<file path="src/rtl/pcw_pkg.sv">
package pcw_pkg;
    typedef enum logic [1:0] {
        ST_IDLE = 2'd0,
        ST_MEM  = 2'd1,
        ST_IO   = 2'd2
    } pcw_state_e;
endpackage

</file>
<file path="src/rtl/pcw_regs.sv">
module pcw_regs #(
    parameter int N_MEM = 5,
    parameter int N_IO  = 2,
    parameter int PW    = 12,
    parameter int OW    = 14,
    parameter int IOW   = 16,
    parameter int WDW   = 16,
    parameter int RAW   = 5,
    parameter int CW    = N_MEM + 1 + N_IO
) (
    input  logic                      clk,
    input  logic                      rst_n,
    input  logic                      we,
    input  logic [RAW-1:0]            waddr,
    input  logic [WDW-1:0]            wdata,
    output logic [CW-1:0]             ctrl,
    output logic [N_MEM-1:0][PW-1:0]  m_start,
    output logic [N_MEM-1:0][PW-1:0]  m_stop,
    output logic [N_MEM-1:0][OW-1:0]  m_off,
    output logic [N_IO-1:0][IOW-1:0]  i_start,
    output logic [N_IO-1:0][IOW-1:0]  i_stop
);
    localparam int IO_BASE = 1 + 3 * N_MEM;

    always_ff @(posedge clk) begin
        if (!rst_n)
            ctrl <= '0;
        else if (we && waddr == RAW'(0))
            ctrl <= wdata[CW-1:0];
    end

    for (genvar w = 0; w < N_MEM; w++) begin : g_mem
        always_ff @(posedge clk) begin
            if (!rst_n) begin
                m_start[w] <= '0;
                m_stop[w]  <= '0;
                m_off[w]   <= '0;
            end else if (we) begin
                if (waddr == RAW'(1 + 3 * w)) m_start[w] <= wdata[PW-1:0];
                if (waddr == RAW'(2 + 3 * w)) m_stop[w]  <= wdata[PW-1:0];
                if (waddr == RAW'(3 + 3 * w)) m_off[w]   <= wdata[OW-1:0];
            end
        end
    end

    for (genvar k = 0; k < N_IO; k++) begin : g_io
        always_ff @(posedge clk) begin
            if (!rst_n) begin
                i_start[k] <= '0;
                i_stop[k]  <= '0;
            end else if (we) begin
                if (waddr == RAW'(IO_BASE + 2 * k))     i_start[k] <= wdata[IOW-1:0];
                if (waddr == RAW'(IO_BASE + 2 * k + 1)) i_stop[k]  <= wdata[IOW-1:0];
            end
        end
    end
endmodule

</file>
<file path="src/rtl/pcw_mem_win.sv">
module pcw_mem_win #(
    parameter int PW  = 12,
    parameter int CSH = 5
) (
    input  logic          en,
    input  logic          fine,
    input  logic [PW-1:0] page,
    input  logic [PW-1:0] start,
    input  logic [PW-1:0] stop,
    output logic          hit,
    output logic          sel16
);
    logic fine_in, coarse_in;

    always_comb begin
        fine_in   = (page >= start) && (page <= stop);
        coarse_in = (page[PW-1:CSH] >= start[PW-1:CSH]) &&
                    (page[PW-1:CSH] <= stop[PW-1:CSH]);
        hit       = en && fine_in;
        sel16     = en && (fine ? fine_in : coarse_in);
    end
endmodule

</file>
<file path="src/rtl/pcw_prio.sv">
module pcw_prio #(
    parameter int N  = 5,
    parameter int IW = (N > 1) ? $clog2(N) : 1
) (
    input  logic [N-1:0]  req,
    output logic          any,
    output logic [IW-1:0] idx
);
    always_comb begin
        any = |req;
        idx = '0;
        for (int i = N - 1; i >= 0; i--) begin
            if (req[i]) idx = IW'(i);
        end
    end
endmodule

</file>
<file path="src/rtl/pcw_decoder.sv">
module pcw_decoder
    import pcw_pkg::*;
#(
    parameter int N_MEM = 5,
    parameter int N_IO  = 2,
    parameter int SAW   = 24,
    parameter int PLSB  = 12,
    parameter int CAW   = 26,
    parameter int IOW   = 16,
    parameter int CLSB  = 17,
    parameter int WDW   = 16,
    localparam int RAW  = $clog2(1 + 3 * N_MEM + 2 * N_IO),
    localparam int IW   = (N_MEM > 1) ? $clog2(N_MEM) : 1
) (
    input  logic            clk,
    input  logic            rst_n,
    input  logic [SAW-1:0]  sys_addr,
    input  logic            mem_strobe,
    input  logic            io_strobe,
    input  logic            reg_we,
    input  logic [RAW-1:0]  reg_addr,
    input  logic [WDW-1:0]  reg_wdata,
    output logic            card_en,
    output logic [CAW-1:0]  card_addr,
    output logic            mem16_n,
    output logic [IW-1:0]   hit_win
);
    localparam int PW  = SAW - PLSB;
    localparam int OW  = CAW - PLSB;
    localparam int CSH = CLSB - PLSB;
    localparam int CW  = N_MEM + 1 + N_IO;
    localparam int FINE_BIT = N_MEM;
    localparam int IO_EN_LSB = N_MEM + 1;

    logic [CW-1:0]            ctrl;
    logic [N_MEM-1:0][PW-1:0] m_start, m_stop;
    logic [N_MEM-1:0][OW-1:0] m_off;
    logic [N_IO-1:0][IOW-1:0] i_start, i_stop;

    pcw_regs #(
        .N_MEM(N_MEM), .N_IO(N_IO), .PW(PW), .OW(OW),
        .IOW(IOW), .WDW(WDW), .RAW(RAW), .CW(CW)
    ) u_regs (
        .clk(clk), .rst_n(rst_n), .we(reg_we), .waddr(reg_addr),
        .wdata(reg_wdata), .ctrl(ctrl), .m_start(m_start),
        .m_stop(m_stop), .m_off(m_off), .i_start(i_start), .i_stop(i_stop)
    );

    logic [PW-1:0]    page;
    logic [N_MEM-1:0] m_hit, m_sel16;
    logic [N_IO-1:0]  i_hit;

    assign page = sys_addr[SAW-1:PLSB];

    for (genvar w = 0; w < N_MEM; w++) begin : g_win
        pcw_mem_win #(.PW(PW), .CSH(CSH)) u_win (
            .en(ctrl[w]), .fine(ctrl[FINE_BIT]), .page(page),
            .start(m_start[w]), .stop(m_stop[w]),
            .hit(m_hit[w]), .sel16(m_sel16[w])
        );
    end

    for (genvar k = 0; k < N_IO; k++) begin : g_iow
        assign i_hit[k] = ctrl[IO_EN_LSB + k] &&
                          (sys_addr[IOW-1:0] >= i_start[k]) &&
                          (sys_addr[IOW-1:0] <= i_stop[k]);
    end

    logic          m_any;
    logic [IW-1:0] m_idx;

    pcw_prio #(.N(N_MEM), .IW(IW)) u_prio (
        .req(m_hit), .any(m_any), .idx(m_idx)
    );

    logic [OW-1:0] xlat_page;
    assign xlat_page = OW'(page) + m_off[m_idx];

    pcw_state_e state_q, state_d;

    always_comb begin
        state_d = ST_IDLE;
        if (mem_strobe && m_any)
            state_d = ST_MEM;
        else if (io_strobe && (|i_hit))
            state_d = ST_IO;
    end

    always_ff @(posedge clk) begin
        if (!rst_n)
            state_q <= ST_IDLE;
        else
            state_q <= state_d;
    end

    always_ff @(posedge clk) begin
        if (!rst_n) begin
            card_addr <= '0;
            hit_win   <= '0;
            mem16_n   <= 1'b1;
        end else begin
            mem16_n <= ~(|m_sel16);
            unique case (state_d)
                ST_MEM: begin
                    card_addr <= {xlat_page, sys_addr[PLSB-1:0]};
                    hit_win   <= m_idx;
                end
                ST_IO: begin
                    card_addr <= CAW'(sys_addr[IOW-1:0]);
                    hit_win   <= '0;
                end
                default: begin
                    card_addr <= card_addr;
                    hit_win   <= '0;
                end
            endcase
        end
    end

    assign card_en = (state_q != ST_IDLE);

    assert_mem_strobe_R4: assert property (@(posedge clk) disable iff (!rst_n)
        (state_q == ST_MEM) |-> $past(mem_strobe));
    assert_low_pass_R5: assert property (@(posedge clk) disable iff (!rst_n)
        (state_q == ST_MEM) |-> card_addr[PLSB-1:0] == $past(sys_addr[PLSB-1:0]));
    assert_io_pass_R6: assert property (@(posedge clk) disable iff (!rst_n)
        (state_q == ST_IO) |-> card_addr == CAW'($past(sys_addr[IOW-1:0])));
    assert_io_strobe_R11: assert property (@(posedge clk) disable iff (!rst_n)
        (state_q == ST_IO) |-> $past(io_strobe));
    assert_no_enable_R3: assert property (@(posedge clk) disable iff (!rst_n)
        ($past(ctrl[N_MEM-1:0]) == '0) |-> (mem16_n && state_q != ST_MEM));
    assert_idle_win_R7: assert property (@(posedge clk) disable iff (!rst_n)
        (state_q != ST_MEM) |-> hit_win == '0);
endmodule

</file>
<file path="config.mk">
export PLATFORM = sky130hd
export DESIGN_NAME = pcw_decoder
export DESIGN_NICKNAME = d
export VERILOG_FILES = /design/src/rtl/pcw_pkg.sv /design/src/rtl/pcw_regs.sv /design/src/rtl/pcw_mem_win.sv /design/src/rtl/pcw_prio.sv /design/src/rtl/pcw_decoder.sv
export SDC_FILE = /design/constraint.sdc
export NUM_CORES = 1
export LEC_CHECK = 0
export BUFFER_PORTS_ARGS = -buffer_cell sky130_fd_sc_hd__buf_2
export CAP_MARGIN = 0
export CORE_UTILIZATION = 40
export DETAILED_ROUTE_END_ITERATION = 10
export PLACE_DENSITY = 0.53
export SYNTH_ARGS = -nofsm -noshare
export SYNTH_HDL_FRONTEND = slang
export SYNTH_HIERARCHICAL = 1
export SYNTH_SLANG_ARGS = --single-unit
</file>
<file path="constraint.sdc">
create_clock -name clk -period 10 [get_ports clk]
set_input_delay 2 -clock clk [delete_from_list [all_inputs] [get_ports clk]]
set_output_delay 2 -clock clk [all_outputs]
set_load 0.02 [all_outputs]
</file>
==> results by group, run 1 <==
Status
  • Outcome: completed

Worst hold path
  • Worst hold path type: flip-flop to flip-flop

Floorplan
  • Core area: 41900 um2
  • Die height: 208 um
  • Full die area: 43300 um2
  • Die width: 208 um
  • I/O pin cnt: 81
  • Rows: 75
  • Initial core utilization: 40.5%

GRT
  • Vias in the first global route: 13.1k
  • Initial antenna violation count: 0
  • First-pass GRT wire length: 73100 um
  • All-layer global routing usage: 21.8%
  • GRT overflow: 0
  • Pin count of the biggest net entering global routing: 95

Finish
  • Ratio of cells with drive above 1 in the final layout: 10.6%
  • Nets: 2197
  • Area Growth Syn to Fin: 12.6%
  • Layout fillers: 4045
  • Final core utilization: 45.6%
  • Non-Filler Instances: 2505
  • Most frequent cells in the layout: nand2_1 (360), mux2i_1 (300), dfxtp_1 (294)
  • Commonest non-fill, non-tap cell in the layout: nand2_1
  • Antenna cell count: 0

Placed design
  • Port Buffer Count: 80
  • DP HPWL: 30800 um
  • Dpl cells: 2441
  • Placer congestion estimate: 0.798
  • Post-Place Setup Slack: 2080 ps

Clock network
  • CTS buffer count: 36
  • Post CTS Setup Buffer Count: 0
  • Root buf cell: clkbuf_16
  • Clock buffer depth: 3
  • H-tree depth: 2
  • Skew-Pair Late Insertion Delay: 550 ps
  • CTS Hold Buffers Added: 0
  • CTS tree: done
  • Clk sinks: 294
  • Resize count post-CTS: 0
  • CTS clk-pin slew, worst paths: 60 ps

Timing
  • Final TNS setup: 0 ps
  • Setup Viol. Count Final: 0
  • RSZ-0062 raised after global routing: false
  • Tcrit/Tclk final: 73.2%
  • Final Hold Vio Count: 0
  • Slew @ Worst Pin: 1160 ps
  • Fmax: 137 MHz
  • Final worst setup slack: 2680 ps
  • Clock Skew: 35.4 ps
  • Tmin final: 7320 ps
  • Slew Viols, Final: 0
  • Slew margin rel.: 22.8%

Pwr
  • P_leak: 8.49 nW
  • Final Total Pwr: 2.85 mW
  • Combinational Power Share: 8.5%
  • Clk pwr share: 50.0%
  • Reg power frac: 41.5%
  • Pwr/cell area: 149 nW/um2
  • Internal power: 2.17 mW
  • Maximum vdd drop: 0.123 mV
  • Switching portion of total power: 24.1%
  • Switching power: 689 uW

Logic synthesis
  • Post-Syn Area: 17000 um2
  • Post-synth top flop: dfxtp_1
  • Async SR Flop Fraction: 0%
  • Mapped Nets: 2148
  • Yosys cell types: 71
  • Register area share after synthesis: 34.6%
  • Gate Count Post-Synth: 1891
  • Syn_area_per_cell: 8.98 um2
  • Post-synthesis register bit count: 294
  • Synth warn: 6
  • Post-synth EDFFs: 0

Routing
  • TritonRoute pass-1 iters: 4
  • DRC errors left: 0
  • DR WL/cell: 18.6 um
  • DR vias/cell: 5.21
  • Final wirelength: 46700 um
  • Vias: 13.0k
  • First-iteration detailed-routing DRC count: 638
  • Final antenna-violating net count: 0

Worst setup path
  • FF-to-FF Start: u_regs/m_start[9]
  • Critical Path Source: sys_addr[12]
  • Worst path slowest cell: and2_1
  • Reg2reg end: card_addr[24]
  • CP peak stage delay: 830 ps
  • Crit-path max FO: 18
  • Reg-to-reg setup timing slack: 4200 ps
  • Crit path arrival time: 7810 ps
  • Worst Path Required: 10480 ps
  • Stages on worst setup path: 21
  • Crit path cell chain: buf_2, inv_1, ha_1, nand2b_1, a211oi_1, o211ai_1, a21oi_2, nor3b_2, nor4_2, and2_1, nor2b_1, a21oi_1, o22ai_1, ha_1, fa_1, a211o_1, a21boi_0, o21ai_0, a2111oi_0, o211ai_1, a31oi_1
  • Crit start category: input pin
  • CP endpoint kind: flip-flop
  • R2R depth: 20
  • Worst path bufs/invs: 2
  • Crit Path Class: input pin to flip-flop
  • Cell family with most CP delay: compound AO/OA/AOI/OAI gates
  • Critical Path Sink: card_addr[24]

Flow run
  • Max Cap Viol: 0
## layout make-up
| cell class | instances | area, um2 | area share, % |
|---|---|---|---|
| well taps | 539 | 674 | 3.53 |
| inverters | 195 | 732 | 3.83 |
| clock buffers | 55 | 1080 | 5.67 |
| clock inverters | 9 | 209 | 1.09 |
| repair buffers | 105 | 598 | 3.13 |
| flip-flops and latches | 294 | 5890 | 30.8 |
| multi-input cells | 1308 | 9940 | 52.0 |
## cell usage after synthesis (18+ instances only)
library cell  count  area share, %
nor2_1           40           0.88
a211oi_1         18           0.80
inv_1           195            4.3
a21o_1           43            1.9
ha_1            206             15
mux2i_1         300             18
nor2b_1          24           0.88
nand2_1         360            8.0
nand4_1          19           0.70
clkbuf_1         58            1.3
a21oi_1          71            2.1
dfxtp_1         294             35
o21ai_0          31           0.91
## routing by layer
| metal | part of all wire (%) | up-vias | global-route usage, % |
|---|---|---|---|
| met5 | 0 | - | 0 |
| met4 | 2.3 | 0 | 6.03 |
| met3 | 3.5 | 60 | 3.50 |
| met2 | 45 | 205 | 35.7 |
| met1 | 49 | 6225 | 29.5 |
| li1 | - | 6552 | - |
## registers in the layout (all words and copies together), names as in the netlist
| name | count |
|---|---|
| u_regs/m_off | 70 |
| card_addr | 26 |
| hit_win | 3 |
| u_regs/i_start | 32 |
| u_regs/m_stop | 60 |
| state_q | 2 |
| u_regs/ctrl | 8 |
| u_regs/i_stop | 32 |
| u_regs/m_start | 60 |
| mem16_n | 1 |
## kinds of logic after synthesis
logic type	Yosys count	synth area share (%)
AOI/OAI and AO/OA	268	10.7
buffers and inverters	289	6.95
xor gates and xnor gates	9	0.464
and+or+nand+nor	523	14.2
muxes	301	17.8
DFF	294	34.6
adders and majority gates	207	15.3
## worst min-delay path, cell delays in order, from the launching register on
cell,delay (ps)
dfxtp_1,300
nand2_1,50
mux2i_1,50
## per-stage QoR
step / hold WS [ps] / instance area (um2)
global route: 468 / 19100
detailed placement: 447 / 17800
finish: 453 / 19100
global placement: 441 / 17800
floorplan: 432 / 17000
CTS: 457 / 19100
## power by group through the flow
stage,Combinational [mW],Clock (mW),Sequential [mW]
after CTS,0.244,1.47,1.18
after floorplan,0.147,0,1.21
after detailed placement,0.243,0,1.21
final,0.242,1.43,1.18
after global routing,0.270,1.51,1.18
after global placement,0.238,0,1.21
## how the worst min path moves through the flow
| stage | startpoint | to | slack (ps) | depth (start not counted) |
|---|---|---|---|---|
| 6_report | u_regs/m_stop[38] | u_regs/m_stop[38] | 450 | 2 |
| 5_1_grt | u_regs/m_off[43] | u_regs/m_off[43] | 470 | 2 |
| 4_1_cts | u_regs/m_stop[38] | u_regs/m_stop[38] | 460 | 2 |
| 3_5_place_dp | u_regs/m_start[33] | u_regs/m_start[33] | 450 | 2 |
| 3_3_place_gp | u_regs/m_off[2] | u_regs/m_off[2] | 440 | 2 |
| 2_1_floorplan | u_regs/m_off[11] | u_regs/m_off[11] | 430 | 2 |
Power figures use the tool's default switching activity.
==> inputs of run 2 (changes only) <==
Settings changed: PLACE_DENSITY 0.53 to 0.55.
Clock period 10 ns to 6.2 ns, I/O delays scaled along.
==> results by group, run 2 (synthesis results as in run 1) <==
Status
  • Outcome: completed

Pwr
  • Maximum vdd drop: 0.143 mV
  • Final Total Pwr: 4.50 mW
  • Internal power: 3.39 mW
  • Reg power frac: 42.4%
  • Switching power: 1.12 mW
  • Switching portion of total power: 24.8%
  • P_leak: 8.53 nW
  • Combinational Power Share: 8.7%
  • Clk pwr share: 48.9%
  • Pwr/cell area: 235 nW/um2

Finish
  • Most frequent cells in the layout: nand2_1 (360), mux2i_1 (300), dfxtp_1 (294)
  • Final core utilization: 45.7%
  • Non-Filler Instances: 2519
  • Ratio of cells with drive above 1 in the final layout: 11.4%
  • Top reg by flops: u_regs/m_off
  • Area Growth Syn to Fin: 12.8%
  • Largest regs: u_regs/m_off (70), u_regs/m_start (60), u_regs/m_stop (60)
  • Antenna cell count: 0
  • Largest register FFs: 70
  • Cell area after layout: 19200 um2
  • Commonest non-fill, non-tap cell in the layout: nand2_1
  • Nets: 2209

Worst setup path
  • Crit path cell chain: buf_2, ha_1, and3_4, a22o_1, o21ai_1, a31oi_1, nor3b_2, nor4_2, and2_1, buf_4, nand2b_1, buf_4, o22ai_1, ha_1, a211oi_1, a21boi_0, o21ai_0, a2111oi_0, o211ai_1, a31oi_1
  • FF-to-FF Start: u_regs/m_start[9]
  • CP peak stage delay: 500 ps
  • Reg-to-reg setup timing slack: 1230 ps
  • Worst path slowest cell: a2111oi_0
  • CP endpoint kind: flip-flop
  • Crit start category: input pin
  • Critical Path Source: sys_addr[19]
  • Worst Path Required: 6690 ps
  • Crit-path max FO: 11
  • Crit path arrival time: 6130 ps
  • Crit Path Class: input pin to flip-flop

Timing
  • Tcrit/Tclk final: 91.1%
  • Slew @ Worst Pin: 1240 ps
  • Final worst setup slack: 553 ps
  • Final hold slack: 453 ps
  • Slew Viols, Final: 0
  • Setup Viol. Count Final: 0
  • RSZ-0062 raised after global routing: false
  • Fmax: 177 MHz
  • Tmin final: 5650 ps
  • Slew margin rel.: 17.1%
  • Final TNS setup: 0 ps
  • Final Hold Vio Count: 0
  • Clock Skew: 29.1 ps

Routing
  • Final antenna-violating net count: 0
  • DR vias/cell: 5.17
  • DRC errors left: 0
  • First-iteration detailed-routing DRC count: 748
  • TritonRoute pass-1 iters: 5
  • Final wirelength: 46600 um
  • Vias: 13.0k
  • DR WL/cell: 18.5 um

Placed design
  • Dpl cell area: 17900 um2
  • DP HPWL: 31700 um
  • Placer congestion estimate: 0.855
  • Post-Place Setup Slack: 33.1 ps
  • Port Buffer Count: 80
  • Dpl cells: 2453

Worst hold path
  • Worst hold path type: flip-flop to flip-flop
  • Hold path start: card_addr[4]

Clock network
  • Root buf cell: clkbuf_16
  • H-tree depth: 2
  • CTS buffer count: 36
  • CTS tree: done
  • Clock buffer depth: 3
  • CTS Hold Buffers Added: 0
  • Resize count post-CTS: 0
  • Clk sinks: 294
  • CTS clk-pin slew, worst paths: 60 ps
  • Skew-Pair Late Insertion Delay: 560 ps
  • Post CTS Setup Buffer Count: 0

Floorplan
  • Die width: 208 um
  • Die height: 208 um
  • Full die area: 43300 um2
  • Core area: 41900 um2
  • I/O pin cnt: 81
  • Rows: 75
  • Initial core utilization: 40.5%

Flow run
  • Max Cap Viol: 0

GRT
  • All-layer global routing usage: 21.9%
  • Vias in the first global route: 13.1k
  • GRT overflow: 0
  • Pin count of the biggest net entering global routing: 137
  • First-pass GRT wire length: 73500 um
  • Initial antenna violation count: 0
[run 2: power groups by stage]
stage	logic (mW)	clock network, mW	registers, mW
2_1_floorplan	0.238	0	1.95
5_1_grt	0.436	2.34	1.91
3_3_place_gp	0.382	0	1.95
3_5_place_dp	0.391	0	1.95
6_report	0.390	2.20	1.91
4_1_cts	0.393	2.26	1.91
[run 2: path summary, 6_finish.rpt]
path	to	cells past startpoint
hold / removal	card_addr[4]	2
hold reg to reg	card_addr[4]	2
setup reg to reg	card_addr[24]	22
setup / recovery	card_addr[24]	20
[run 2: routing by layer]
| metal | up-vias | global-route usage (%) | part of all wire [%] |
|---|---|---|---|
| li1 | 6582 | - | - |
| met3 | 61 | 3.09 | 3.2 |
| met5 | - | 0 | 0 |
| met2 | 208 | 36.0 | 45 |
| met4 | 0 | 6.36 | 2.4 |
| met1 | 6172 | 29.7 | 49 |
[run 2: area by class of cell]
cell class,instances,area [um2]
fillers,4037,22800
flip-flops and latches,294,5890
clock inverters,15,190
well taps,539,674
clock buffers,51,1050
repair buffers,117,688
multi-input cells,1308,9940
inverters,195,732
[run 2: critical path: cells and delay by family]
kind,cells,cell delay (ps)
adders and majority gates,2,650
AOI/OAI and AO/OA,10,2310
and+or+nand+nor,5,1180
buffers and inverters,3,770
